[src/rtl/ifd_pkg.sv]
package ifd_pkg;

  localparam int HALF_W    = 16;
  localparam int EXT_LANES = 4;
  localparam int EXT_W     = HALF_W * EXT_LANES;

  typedef enum logic [3:0] {
    FC_RR   = 4'd0,
    FC_RP   = 4'd1,
    FC_QP   = 4'd2,
    FC_QR   = 4'd3,
    FC_QM   = 4'd4,
    FC_RM   = 4'd5,
    FC_MR   = 4'd6,
    FC_PM   = 4'd7,
    FC_MP   = 4'd8,
    FC_EA   = 4'd9,
    FC_LONG = 4'd10
  } form_e;

  typedef struct packed {
    form_e       form;
    logic [1:0]  xx;
    logic [2:0]  eee;
    logic [2:0]  dom;
    logic [7:0]  op;
    logic [3:0]  rd;
    logic [3:0]  rs;
    logic [3:0]  rg;
    logic [3:0]  nib;
    logic [7:0]  q8raw;
    logic        lea;
    logic        rsvd;
    logic        illegal;
  } fmt_t;

  // extension halfword count for a size code
  function automatic logic [2:0] ext_halves(input logic [1:0] code);
    case (code)
      2'b00:   return 3'd0;
      2'b01:   return 3'd1;
      2'b10:   return 3'd2;
      default: return 3'd4;
    endcase
  endfunction

endpackage

[src/rtl/ifd_fmt_decode.sv]
module ifd_fmt_decode
  import ifd_pkg::*;
(
  input  logic [HALF_W-1:0] w0,
  input  logic [HALF_W-1:0] w1,
  output fmt_t              fmt
);

  logic long_f;
  logic [2:0] mode;

  always_comb begin
    long_f = (w0[15:12] == 4'hF);
    mode   = {w0[9:8], w0[7]};

    fmt         = '0;
    fmt.rd      = w0[3:0];
    fmt.rs      = long_f ? w1[15:12] : w0[7:4];
    fmt.rg      = long_f ? w1[7:4]   : 4'h0;
    fmt.nib     = long_f ? w1[11:8]  : w0[7:4];
    fmt.q8raw   = w1[15:8];
    fmt.dom     = {1'b0, w0[9:8]};

    casez (w0[15:12])
      4'b000?: begin fmt.form = FC_RR; fmt.op = {5'b0, w0[12:10]}; end
      4'b0010: begin fmt.form = FC_RP; fmt.op = {6'b0, w0[11:10]}; end
      4'b0011: begin fmt.form = FC_QP; fmt.op = {6'b0, w0[11:10]}; end
      4'b010?: begin fmt.form = FC_QR; fmt.op = {5'b0, w0[12:10]}; end
      4'b011?: begin fmt.form = FC_QM; fmt.op = {5'b0, w0[12:10]}; fmt.xx = 2'b01; end
      4'b100?: begin fmt.form = FC_RM; fmt.op = {5'b0, w0[12:10]}; fmt.xx = 2'b01; end
      4'b101?: begin fmt.form = FC_MR; fmt.op = {5'b0, w0[12:10]}; fmt.xx = 2'b01; end
      4'b1100: begin fmt.form = FC_PM; fmt.op = {6'b0, w0[11:10]}; fmt.xx = 2'b01; end
      4'b1101: begin fmt.form = FC_MP; fmt.op = {6'b0, w0[11:10]}; fmt.xx = 2'b01; end
      4'b1110: begin
        fmt.form = FC_EA;
        fmt.xx   = w0[11:10];
        fmt.dom  = 3'b100;
        fmt.op   = {2'b00, w0[9:8], w0[7:4]};
      end
      default: begin
        fmt.form = FC_LONG;
        fmt.xx   = w0[11:10];
        fmt.eee  = mode;
        fmt.dom  = w0[6:4];
        fmt.op   = mode[2:1] == 2'b11 ? {4'hF, w1[3:0]} : w1[7:0];
        fmt.lea  = (mode == 3'b110) && (w1[3:0] == 4'hF);
        fmt.rsvd = (mode == 3'b111) && (w1[3:0] == 4'hF);
        fmt.illegal = ((mode == 3'b001) || (mode == 3'b100) || (mode == 3'b101))
                      && (w0[11:10] != 2'b00) && (w1[11:8] != 4'h0);
      end
    endcase
  end

endmodule

[src/rtl/ifd_quick.sv]
module ifd_quick #(
  parameter int PTR_BYTES = 8,
  parameter int OFF_W     = 16
) (
  input  logic [3:0]        nib,
  input  logic [2:0]        dom,
  input  logic [7:0]        q8_raw,
  input  logic              use_q8,
  output logic signed [4:0] q4,
  output logic [OFF_W-1:0]  q4_off,
  output logic [4:0]        scale,
  output logic [OFF_W-1:0]  q8
);

  localparam logic [6:0] PB = 7'(PTR_BYTES);

  logic [6:0]              nbytes;
  logic signed [OFF_W-1:0] q4_wide;
  logic signed [OFF_W-1:0] nb_wide;
  logic signed [OFF_W-1:0] prod;

  always_comb begin
    case (dom)
      3'd0:    nbytes = 7'd1;
      3'd1:    nbytes = 7'd2;
      3'd2:    nbytes = 7'd4;
      3'd3:    nbytes = 7'd8;
      3'd4:    nbytes = PB;
      3'd5:    nbytes = 7'd16;
      3'd6:    nbytes = 7'd32;
      default: nbytes = 7'd64;
    endcase
  end

  always_comb begin
    q4      = (nib == 4'h0) ? 5'sd8 : $signed({nib[3], nib});
    scale   = (nib == 4'h0) ? 5'd16 : {1'b0, nib};
    q4_wide = OFF_W'(q4);
    nb_wide = $signed({{(OFF_W-7){1'b0}}, nbytes});
    prod    = q4_wide * nb_wide;
    q4_off  = prod;
    q8      = use_q8 ? {{(OFF_W-8){q8_raw[7]}}, q8_raw} : '0;
  end

endmodule

[src/rtl/ifd_ext_collect.sv]
module ifd_ext_collect
  import ifd_pkg::*;
#(
  parameter int LANE_W = $clog2(EXT_LANES)
) (
  input  logic              clk,
  input  logic              rst,
  input  logic              start,
  input  logic              wr_en,
  input  logic [LANE_W-1:0] wr_lane,
  input  logic [HALF_W-1:0] din,
  input  logic [1:0]        xx,
  output logic [EXT_W-1:0]  ext_out
);

  logic [EXT_LANES-1:0][HALF_W-1:0] lane_q;
  logic [EXT_LANES-1:0][HALF_W-1:0] lane_n;
  logic [EXT_W-1:0]                 raw;

  always_comb begin
    for (int g = 0; g < EXT_LANES; g++) begin
      if (wr_en && (wr_lane == LANE_W'(g)))
        lane_n[g] = din;
      else if (start)
        lane_n[g] = '0;
      else
        lane_n[g] = lane_q[g];
    end
  end

  always_ff @(posedge clk) begin
    if (rst) lane_q <= '0;
    else     lane_q <= lane_n;
  end

  assign raw = lane_n;

  always_comb begin
    case (xx)
      2'b00:   ext_out = '0;
      2'b01:   ext_out = {{(EXT_W-HALF_W){raw[HALF_W-1]}}, raw[HALF_W-1:0]};
      2'b10:   ext_out = {{(EXT_W-2*HALF_W){raw[2*HALF_W-1]}}, raw[2*HALF_W-1:0]};
      default: ext_out = raw;
    endcase
  end

endmodule

[src/rtl/ifd_top.sv]
module ifd_top
  import ifd_pkg::*;
#(
  parameter int PTR_BYTES = 8,
  parameter int OFF_W     = 16
) (
  input  logic              clk,
  input  logic              rst,
  input  logic              in_valid,
  output logic              in_ready,
  input  logic [15:0]       in_data,
  output logic              out_valid,
  output logic [3:0]        out_form,
  output logic [2:0]        out_len,
  output logic [1:0]        out_xx,
  output logic [2:0]        out_eee,
  output logic [2:0]        out_dom,
  output logic [7:0]        out_op,
  output logic [3:0]        out_rd,
  output logic [3:0]        out_rs,
  output logic [3:0]        out_rg,
  output logic [4:0]        out_q4,
  output logic [OFF_W-1:0]  out_q4_off,
  output logic [4:0]        out_scale,
  output logic [OFF_W-1:0]  out_q8,
  output logic [63:0]       out_ext,
  output logic              out_illegal,
  output logic              out_lea,
  output logic              out_rsvd
);

  localparam int LANE_W = $clog2(EXT_LANES);

  typedef enum logic [1:0] {ST_W0, ST_W1, ST_EXT} seq_e;

  seq_e              st, st_n;
  logic [HALF_W-1:0] w0_q, w1_q, w0_n, w1_n;
  logic [LANE_W-1:0] lane_idx, idx_n;
  logic              rdy_q, acc, emit, is_long;
  logic [2:0]        nx;
  fmt_t              fmt;
  logic [EXT_W-1:0]  ext_n;
  logic signed [4:0] q4_n;
  logic [OFF_W-1:0]  q4_off_n, q8_n;
  logic [4:0]        scale_n;

  assign acc      = in_valid && rdy_q;
  assign in_ready = rdy_q;

  // halfword currently on the bus stands in for the register it will fill
  assign w0_n = (st == ST_W0) ? in_data : w0_q;
  assign w1_n = (st == ST_W1) ? in_data : ((st == ST_W0) ? '0 : w1_q);

  ifd_fmt_decode u_dec (
    .w0  (w0_n),
    .w1  (w1_n),
    .fmt (fmt)
  );

  assign is_long = (fmt.form == FC_LONG);
  assign nx      = ext_halves(fmt.xx);

  ifd_ext_collect #(.LANE_W(LANE_W)) u_ext (
    .clk     (clk),
    .rst     (rst),
    .start   (acc && (st == ST_W0)),
    .wr_en   (acc && (st == ST_EXT)),
    .wr_lane (lane_idx),
    .din     (in_data),
    .xx      (fmt.xx),
    .ext_out (ext_n)
  );

  ifd_quick #(.PTR_BYTES(PTR_BYTES), .OFF_W(OFF_W)) u_quick (
    .nib    (fmt.nib),
    .dom    (fmt.dom),
    .q8_raw (fmt.q8raw),
    .use_q8 (is_long),
    .q4     (q4_n),
    .q4_off (q4_off_n),
    .scale  (scale_n),
    .q8     (q8_n)
  );

  always_comb begin
    emit  = 1'b0;
    st_n  = st;
    idx_n = lane_idx;
    if (acc) begin
      case (st)
        ST_W0: begin
          if (is_long)        st_n = ST_W1;
          else if (nx == 3'd0) emit = 1'b1;
          else begin st_n = ST_EXT; idx_n = '0; end
        end
        ST_W1: begin
          if (nx == 3'd0) begin emit = 1'b1; st_n = ST_W0; end
          else begin st_n = ST_EXT; idx_n = '0; end
        end
        ST_EXT: begin
          if ({1'b0, lane_idx} == nx - 3'd1) begin emit = 1'b1; st_n = ST_W0; end
          else idx_n = lane_idx + 1'b1;
        end
        default: st_n = ST_W0;
      endcase
    end
  end

  always_ff @(posedge clk) begin
    if (rst) begin
      st        <= ST_W0;
      w0_q      <= '0;
      w1_q      <= '0;
      lane_idx  <= '0;
      rdy_q     <= 1'b0;
      out_valid <= 1'b0;
    end else begin
      rdy_q     <= 1'b1;
      out_valid <= emit;
      st        <= st_n;
      lane_idx  <= idx_n;
      if (acc && st == ST_W0) begin w0_q <= in_data; w1_q <= '0; end
      if (acc && st == ST_W1) w1_q <= in_data;
    end
  end

  always_ff @(posedge clk) begin
    if (rst) begin
      out_form <= '0; out_len <= '0; out_xx <= '0; out_eee <= '0;
      out_dom <= '0; out_op <= '0; out_rd <= '0; out_rs <= '0; out_rg <= '0;
      out_q4 <= '0; out_q4_off <= '0; out_scale <= '0; out_q8 <= '0;
      out_ext <= '0; out_illegal <= 1'b0; out_lea <= 1'b0; out_rsvd <= 1'b0;
    end else if (emit) begin
      out_form    <= fmt.form;
      out_len     <= (is_long ? 3'd2 : 3'd1) + nx;
      out_xx      <= fmt.xx;
      out_eee     <= fmt.eee;
      out_dom     <= fmt.dom;
      out_op      <= fmt.op;
      out_rd      <= fmt.rd;
      out_rs      <= fmt.rs;
      out_rg      <= fmt.rg;
      out_q4      <= q4_n;
      out_q4_off  <= q4_off_n;
      out_scale   <= scale_n;
      out_q8      <= q8_n;
      out_ext     <= ext_n;
      out_illegal <= fmt.illegal;
      out_lea     <= fmt.lea;
      out_rsvd    <= fmt.rsvd;
    end
  end

  p_len_bound_r1: assert property (@(posedge clk) disable iff (rst)
    out_valid |-> (out_len >= 3'd1 && out_len <= 3'd6));
  p_long_len_r1: assert property (@(posedge clk) disable iff (rst)
    (out_valid && out_form == 4'(FC_LONG)) |-> out_len >= 3'd2);
  p_ext16_sign_r4: assert property (@(posedge clk) disable iff (rst)
    (out_valid && out_xx == 2'b01) |-> out_ext[63:16] == {48{out_ext[15]}});
  p_noext_zero_r4: assert property (@(posedge clk) disable iff (rst)
    (out_valid && out_xx == 2'b00) |-> out_ext == 64'd0);
  p_q4_nozero_r7: assert property (@(posedge clk) disable iff (rst)
    out_valid |-> out_q4 != 5'd0);
  p_scale_span_r9: assert property (@(posedge clk) disable iff (rst)
    out_valid |-> (out_scale != 5'd0 && out_scale <= 5'd16));
  p_flag_excl_r12: assert property (@(posedge clk) disable iff (rst)
    out_valid |-> $onehot0({out_lea, out_rsvd}));
  p_illegal_long_r13: assert property (@(posedge clk) disable iff (rst)
    (out_valid && out_illegal) |-> (out_form == 4'(FC_LONG) && out_xx != 2'b00));
  p_ready_hold_r14: assert property (@(posedge clk) disable iff (rst)
    in_ready |=> in_ready);

endmodule

[config.mk]
export PLATFORM = sky130hd
export DESIGN_NAME = ifd_top
export DESIGN_NICKNAME = d
export VERILOG_FILES = /design/src/rtl/ifd_pkg.sv /design/src/rtl/ifd_fmt_decode.sv /design/src/rtl/ifd_quick.sv /design/src/rtl/ifd_ext_collect.sv /design/src/rtl/ifd_top.sv
export SDC_FILE = /design/constraint.sdc
export NUM_CORES = 1
export LEC_CHECK = 0
export BUFFER_PORTS_ARGS = -buffer_cell sky130_fd_sc_hd__buf_2
export CAP_MARGIN = 20
export CORE_MARGIN = 5
export CORE_UTILIZATION = 57
export DETAILED_ROUTE_END_ITERATION = 16
export PLACE_DENSITY = 0.82
export SYNTH_ARGS = -nofsm -noshare
export SYNTH_HDL_FRONTEND = slang
export SYNTH_SLANG_ARGS = --single-unit
[constraint.sdc]
create_clock -name clk -period 6.5 [get_ports clk]
set_clock_uncertainty 0.05 [all_clocks]
set_input_delay 0.975 -clock clk [delete_from_list [all_inputs] [get_ports clk]]
set_output_delay 0.975 -clock clk [all_outputs]
set_load 0.01 [all_outputs]
Word level (Yosys, flattened, before mapping)
Index checks and enable logic that the tools add are counted.
{ "word_totals": {"output_inout_bits": 146, "in_bits": 19, "ff_bits": 246} }
{ "classes": {"n_addsub": 3, "reduce_logical": 34, "multipliers": 1, "n_mux": 45, "n_eq_ne": 36} }
{ "op_table": {"columns": ["cell", "n"], "rows": [
  ["$mux W16", 14],
  ["$pmux W64 S3", 1],
  ["$pmux W7 S6", 1],
  ["$pmux W4 S10", 1],
  ["$eq A3 B3 Y1 const B", 9],
  ["$eq A4 B4 Y1 const B", 6],
  ["$pmux W8 S3", 1],
  ["$mux W2", 8],
  ["$mul A5 B8 Y13", 1],
  ["$eq A3 B2 Y1 const B", 4],
  ["$logic_and A1 B1 Y1", 12],
  ["$mux W4", 3],
  ["$pmux W2 S3", 2],
  ["$eq A2 B2 Y1 const B", 5],
  ["$mux W5", 2],
  ["$reduce_or A10 Y1", 1],
  ["$reduce_or A5 Y1", 2],
  ["$logic_not A3 Y1", 3],
  ["$pmux W3 S3", 1],
  ["$reduce_or A9 Y1", 1],
  ["$eq A4 B2 Y1 const B", 2],
  ["$mux W8", 1],
  ["$reduce_or A4 Y1", 2],
  ["$eq A2 B1 Y1 const B", 3],
  ["22 further kinds", 33]
]} }

Logic depth before layout (Yosys ltp)
{ "depth": {"depth_word": 12, "mapped_depth": 21, "mapped_depth_nobuf": 18} }

Hierarchy
Synthesis repeated with hierarchy kept, for this count alone.
{ "hier_totals": {"cells_unflattened": 1597, "hier_area_um2": 12584.6} }
{ "by_module_without_submodules": {"columns": ["module", "area_each_um2", "n_inst", "cells_each"], "rows": [
  ["ifd_top", 7464.7, 1, 921],
  ["ifd_ext_collect", 2906.5, 1, 370],
  ["ifd_quick", 1433.9, 1, 179],
  ["ifd_fmt_decode", 779.5, 1, 127]
]} }

Worst setup path before layout
No wires, ideal clock.
{ "synth_path": {"path_kind": "in2reg", "from": "input in_data[13]", "to": "register out_q4_off[7]", "required_ps": 6380, "setup_ps": 70, "slack_ps": 515, "t_arrival_ps": 5865, "cell_stages": 16, "path_buffers": 1, "path_cell_list": "buf_2 or3b_1 a222oi_1 mux2i_1 inv_2 nor3_4 or2_1 fa_1 fa_1 fa_1 fa_1 nand2b_1 a21boi_0 nor3_1 or3b_2 a21oi_1"} }
{ "synth_between": {"elab_cells_between_ends": 44, "classes_between": "add/sub (1); mul (1); eq/ne (20); mux (13); reduce/logical (9)"} }
{ "synth_lines": {"columns": ["item", "line_no", "source"], "rows": [
  ["start, declared", "ifd_top.sv:11", "input logic [15:0] in_data,"],
  ["$mux W16 (*)", "ifd_top.sv:51", "assign w0_n = (st == ST_W0) ? in_data : w0_q;"],
  ["$eq A4 B4 Y1 (*)", "ifd_fmt_decode.sv:13", "long_f = (w0[15:12] == 4'hF);"],
  ["$mux W4 (*)", "ifd_fmt_decode.sv:20", "fmt.nib = long_f ? w1[11:8] : w0[7:4];"],
  ["$logic_not A4 Y1", "ifd_quick.sv:36", "q4 = (nib == 4'h0) ? 5'sd8 : $signed({nib[3], nib});"],
  ["$mux W5 (*)", "ifd_quick.sv:36", null],
  ["via q4_n[4]", "ifd_top.sv:43", "logic signed [4:0] q4_n;"],
  ["$mul A5 B8 Y13 (*)", "ifd_quick.sv:40", "prod = q4_wide * nb_wide;"],
  ["end signal, assigned", "ifd_top.sv:144", "out_q4_off <= q4_off_n;"],
  ["end, declared", "ifd_top.sv:23", "output logic [OFF_W-1:0] out_q4_off,"]
]} }
The timed path passes the listed nets; every way through them passes the cells marked *.
A chain may end at the register's enable or synchronous reset.

Worst setup path after layout
{ "layout_path": {"from": "register st[1]", "to": "register out_q4_off[14]"} }
{ "layout_between": {"elab_chain_cells": 12, "elab_cells_between_ends": 49, "classes_between": "add/sub (1); mul (1); eq/ne (22); mux (15); reduce/logical (10)"} }
{ "layout_rtl": {"columns": ["item", "line_no", "source"], "rows": [
  ["start, declared", "ifd_top.sv:36", "seq_e st, st_n;"],
  ["start signal, assigned", "ifd_top.sv:120", "st <= st_n;"],
  ["parallel branches: the longest is 12 deep, another holds $mul A5 B8 Y13", null, null]
]} }
Parallel ways; which one is timed is not known.

==> flow_summary_export.csv <==
group,metric,value,unit
drt,drt_iter0_drc,1275,
cts,cts_max_level,1,
synthesis,ys_ff_latch,231,
sta,slew_viol_final,0,
cts,clockBufferDepth,3,
power,p_int,2.51,mW
floorplanning,die-height,149,um
sta,tightest_slew,1.14,ns
drt,vias_per_cell,6.01,
drt,ant_nets,0,
power,power_density,268,nW/um2
grt,grt_start_max_net_pins,73,
layout,layout-drive-gt1-share,19.2,%
synthesis,ys.flop_type,"dfxtp_1",
critical_path,critPathKind,"reg2reg",
synthesis,seq_area_frac_synth,41.8,%
placed_design,placed_area,11900,um2
placed_design,dpl_worst_slack,0.0983,ns
drt,drt_first_pass_iters,7,
cts,cts_buffers,24,
layout,syn2layout_area_growth,15.2,%
power,ir_worst_vdd,203,uV
run,drv_cap,0,
drt,wl_per_cell,18.6,um
outcome,status,"completed",
power,p_seq_share,43.4,%
sta,rsz0062_at_grt,"no",
layout,instances_no_fill,1707,
power,p_clk_share,42.7,%
sta,hold_viol,0,
floorplanning,chipWidth,149,um
grt,grt_pass1_wl,49800,um
drt,drt-met1-wl,12600,um
layout,nFillCells,1647,
drt,route.top_layer_used,"met4",
placed_design,place_hpwl,21500,um
sta,min_period,5.97,ns
synthesis,postSynthAreaPerCell,8.32,um2
sta,slew_headroom,24.0,%
drt,routed-via-count,10300,
synthesis,synth_nets,1401,
grt,grt_pass1_vias,9658,
sta,fin_hold_ws,0.400,ns
drt,drc,0,
critical_path,required,6.92,ns
floorplanning,row_count,51,
grt,grt-ovfl-total,0,
sta,fin_setup_tns,0,ns
critical_path,crit_fanout,19,
synthesis,syn_inst,1330,
sta,post-route-worst-setup-slack,0.532,ns
synthesis,synthesis.area,11100,um2
critical_path,end_kind,"flop",
sta,finalSetupViolCount,0,
sta,fmax,0.168,GHz
layout,fin_area,12700,um2
placed_design,place_inst,1661,
drt,met3_length,2540,um
power,switching_share,26.6,%
cts,cts_hold_buf,0,
placed_design,portBuffers,164,
critical_path,ff2ff_setup_slack,0.53,ns
floorplanning,io_pins,165,
power,comb_power_share,14.0,%
synthesis,synth-edff-count,0,
cts,root_buffer,"clkbuf_16",
min_path,hold_path.class,"reg2reg",
synthesis,ys_async_sr_fraction,0,%
critical_path,critPathArrivalTime,6.39,ns
synthesis,yosysWarnings,0,
floorplanning,dieArea,22300,um2
placed_design,place.gp.congestion,0.959,
cts,cts_resized,0,
floorplanning,start_util,57.4,%
critical_path,critPathLaunchType,"flop",
drt,wl_met2,15100,um
cts,clk_pin_slew,0.06,ns
cts,clock_sinks,231,
grt,gr-usage-all-layers,27.2,%
cts,cts_tree,"built",
power,power.leakage,5.35,nW
sta,post-route-period-util,91.8,%
synthesis,ys_types,73,
power,fin_total_pwr,3.42,mW
cts,cts_setup_buffers,0,
power,switchingPower,910,uW
floorplanning,coreArea,19300,um2
layout,post-route-util,66.1,%
grt,antenna_found_initial,1,
cts,clk_latency,0.53,ns
drt,wirelength,31800,um
layout,final_nets,1494,
==> worst max-delay path, cell delays in order (launching register included) <==
cell and delay (ns):
dfxtp_1 0.71, buf_4 0.27, o21ai_1 0.16, a22oi_2 0.33, mux2i_1 0.53, nand3_1 0.28
or2_1 0.31, fa_1 0.53, inv_1 0.06, fa_1 0.51, fa_1 0.51, ha_1 0.37
nand2_1 0.11, a211oi_1 0.39, o211ai_1 0.19, a2111oi_0 0.46, a211o_1 0.14
==> metal layers <==
metal,up-vias,GRT usage (%)
li1,4818,-
met1,4868,35.4
met2,470,44.8
met3,104,4.62
met4,0,12.0
met5,-,0
==> cells in the mapped netlist, types with 4 or more instances <==
cell type | instances | area (um2)
a22o_1 | 18 | 158
a211o_1 | 4 | 35.0
or3b_2 | 4 | 35.0
inv_1 | 33 | 124
nor2_1 | 136 | 510
buf_4 | 19 | 143
a31oi_1 | 47 | 294
and2_1 | 18 | 113
and3_1 | 40 | 250
o211ai_1 | 14 | 105
a22oi_1 | 6 | 45.0
o221a_2 | 17 | 191
mux2i_1 | 10 | 100
or2_1 | 6 | 37.5
buf_1 | 10 | 37.5
nand2b_1 | 31 | 194
fa_1 | 17 | 340
dfxtp_1 | 231 | 4620
nand4_1 | 6 | 37.5
nand3_1 | 81 | 405
xnor2_1 | 4 | 35.0
ha_1 | 35 | 438
nor3_1 | 11 | 55.1
a21oi_1 | 99 | 495
o21ai_0 | 42 | 210
clkbuf_1 | 64 | 240
a311oi_1 | 6 | 52.6
buf_2 | 32 | 160
or3_1 | 5 | 31.3
nand2_1 | 183 | 687
a211oi_1 | 40 | 300
==> cells in the final DEF (no fill, tap or decap), types with 5 or more instances in the layout <==
cell / n
clkbuf_8: 7
buf_2: 163
o21ai_0: 42
nand4_1: 6
or3_1: 5
ha_1: 35
and3_1: 40
nand2_1: 182
a211oi_1: 40
nand3_1: 81
a22oi_1: 6
and2_1: 17
inv_1: 33
a31oi_1: 47
fa_1: 17
o211ai_1: 14
nor3_1: 11
a311oi_1: 6
clkbuf_16: 24
a21oi_1: 99
nand2b_1: 31
mux2i_1: 10
buf_4: 31
a22o_1: 18
nor2_1: 136
dfxtp_1: 231
or2_1: 6
o221a_2: 17
==> power groups by stage <==
stage / logic [mW] / clock network, mW / registers (mW)
6_report: 0.477 / 1.46 / 1.48
5_1_grt: 0.524 / 1.53 / 1.49
4_1_cts: 0.475 / 1.47 / 1.48
3_5_place_dp: 0.470 / 0 / 1.51
3_3_place_gp: 0.460 / 0 / 1.51
2_1_floorplan: 0.311 / 0 / 1.53
==> final cells by class <==
class | count | area (um2) | share of cell area [%]
well taps | 265 | 332 | 2.60
inverters | 34 | 128 | 1.00
multi-input cells | 937 | 5740 | 45.0
flip-flops and latches | 231 | 4620 | 36.3
clock buffers | 35 | 712 | 5.59
diodes | 1 | 2.50 | 0.0196
clock inverters | 9 | 138 | 1.08
repair buffers | 195 | 1070 | 8.39
==> logic make-up (layout without fill, tap and decap cells) <==
kind of cell / count (synthesis) / count (layout) / share of synthesized area, %
flops: 231 / 231 / 41.8
fa+ha+maj: 53 / 53 / 7.13
mux: 14 / 14 / 1.35
buf+inv: 162 / 273 / 6.59
xor+xnor: 7 / 7 / 0.554
simple gates: 543 / 543 / 23.0
compound gates: 320 / 320 / 19.5
other cells: 0 / 1 / 0
==> registers in the layout (all words and copies together), names as in the netlist, 4 cells and up <==
name          count
out_q4            4
out_rd            4
out_rg            4
out_form          4
out_q4_off       13
out_ext          64
u_ext.lane_q     64
w0_q             16
out_q8            8
out_rs            4
out_op            8
w1_q             16
==> path summary, 6_finish.rpt <==
path | from | endpoint | cells after the start
worst max-delay path | st[1]$_SDFFE_PP0P_ | out_q4_off[14]$_SDFFE_PP0P_ | 16
worst min-delay path | out_eee[0]$_SDFFE_PP0P_ | out_eee[0]$_SDFFE_PP0P_ | 2
worst max register to register | st[1]$_SDFFE_PP0P_ | out_q4_off[14]$_SDFFE_PP0P_ | 16
worst min register to register | out_eee[0]$_SDFFE_PP0P_ | out_eee[0]$_SDFFE_PP0P_ | 2
Power figures use the tool's default switching activity.
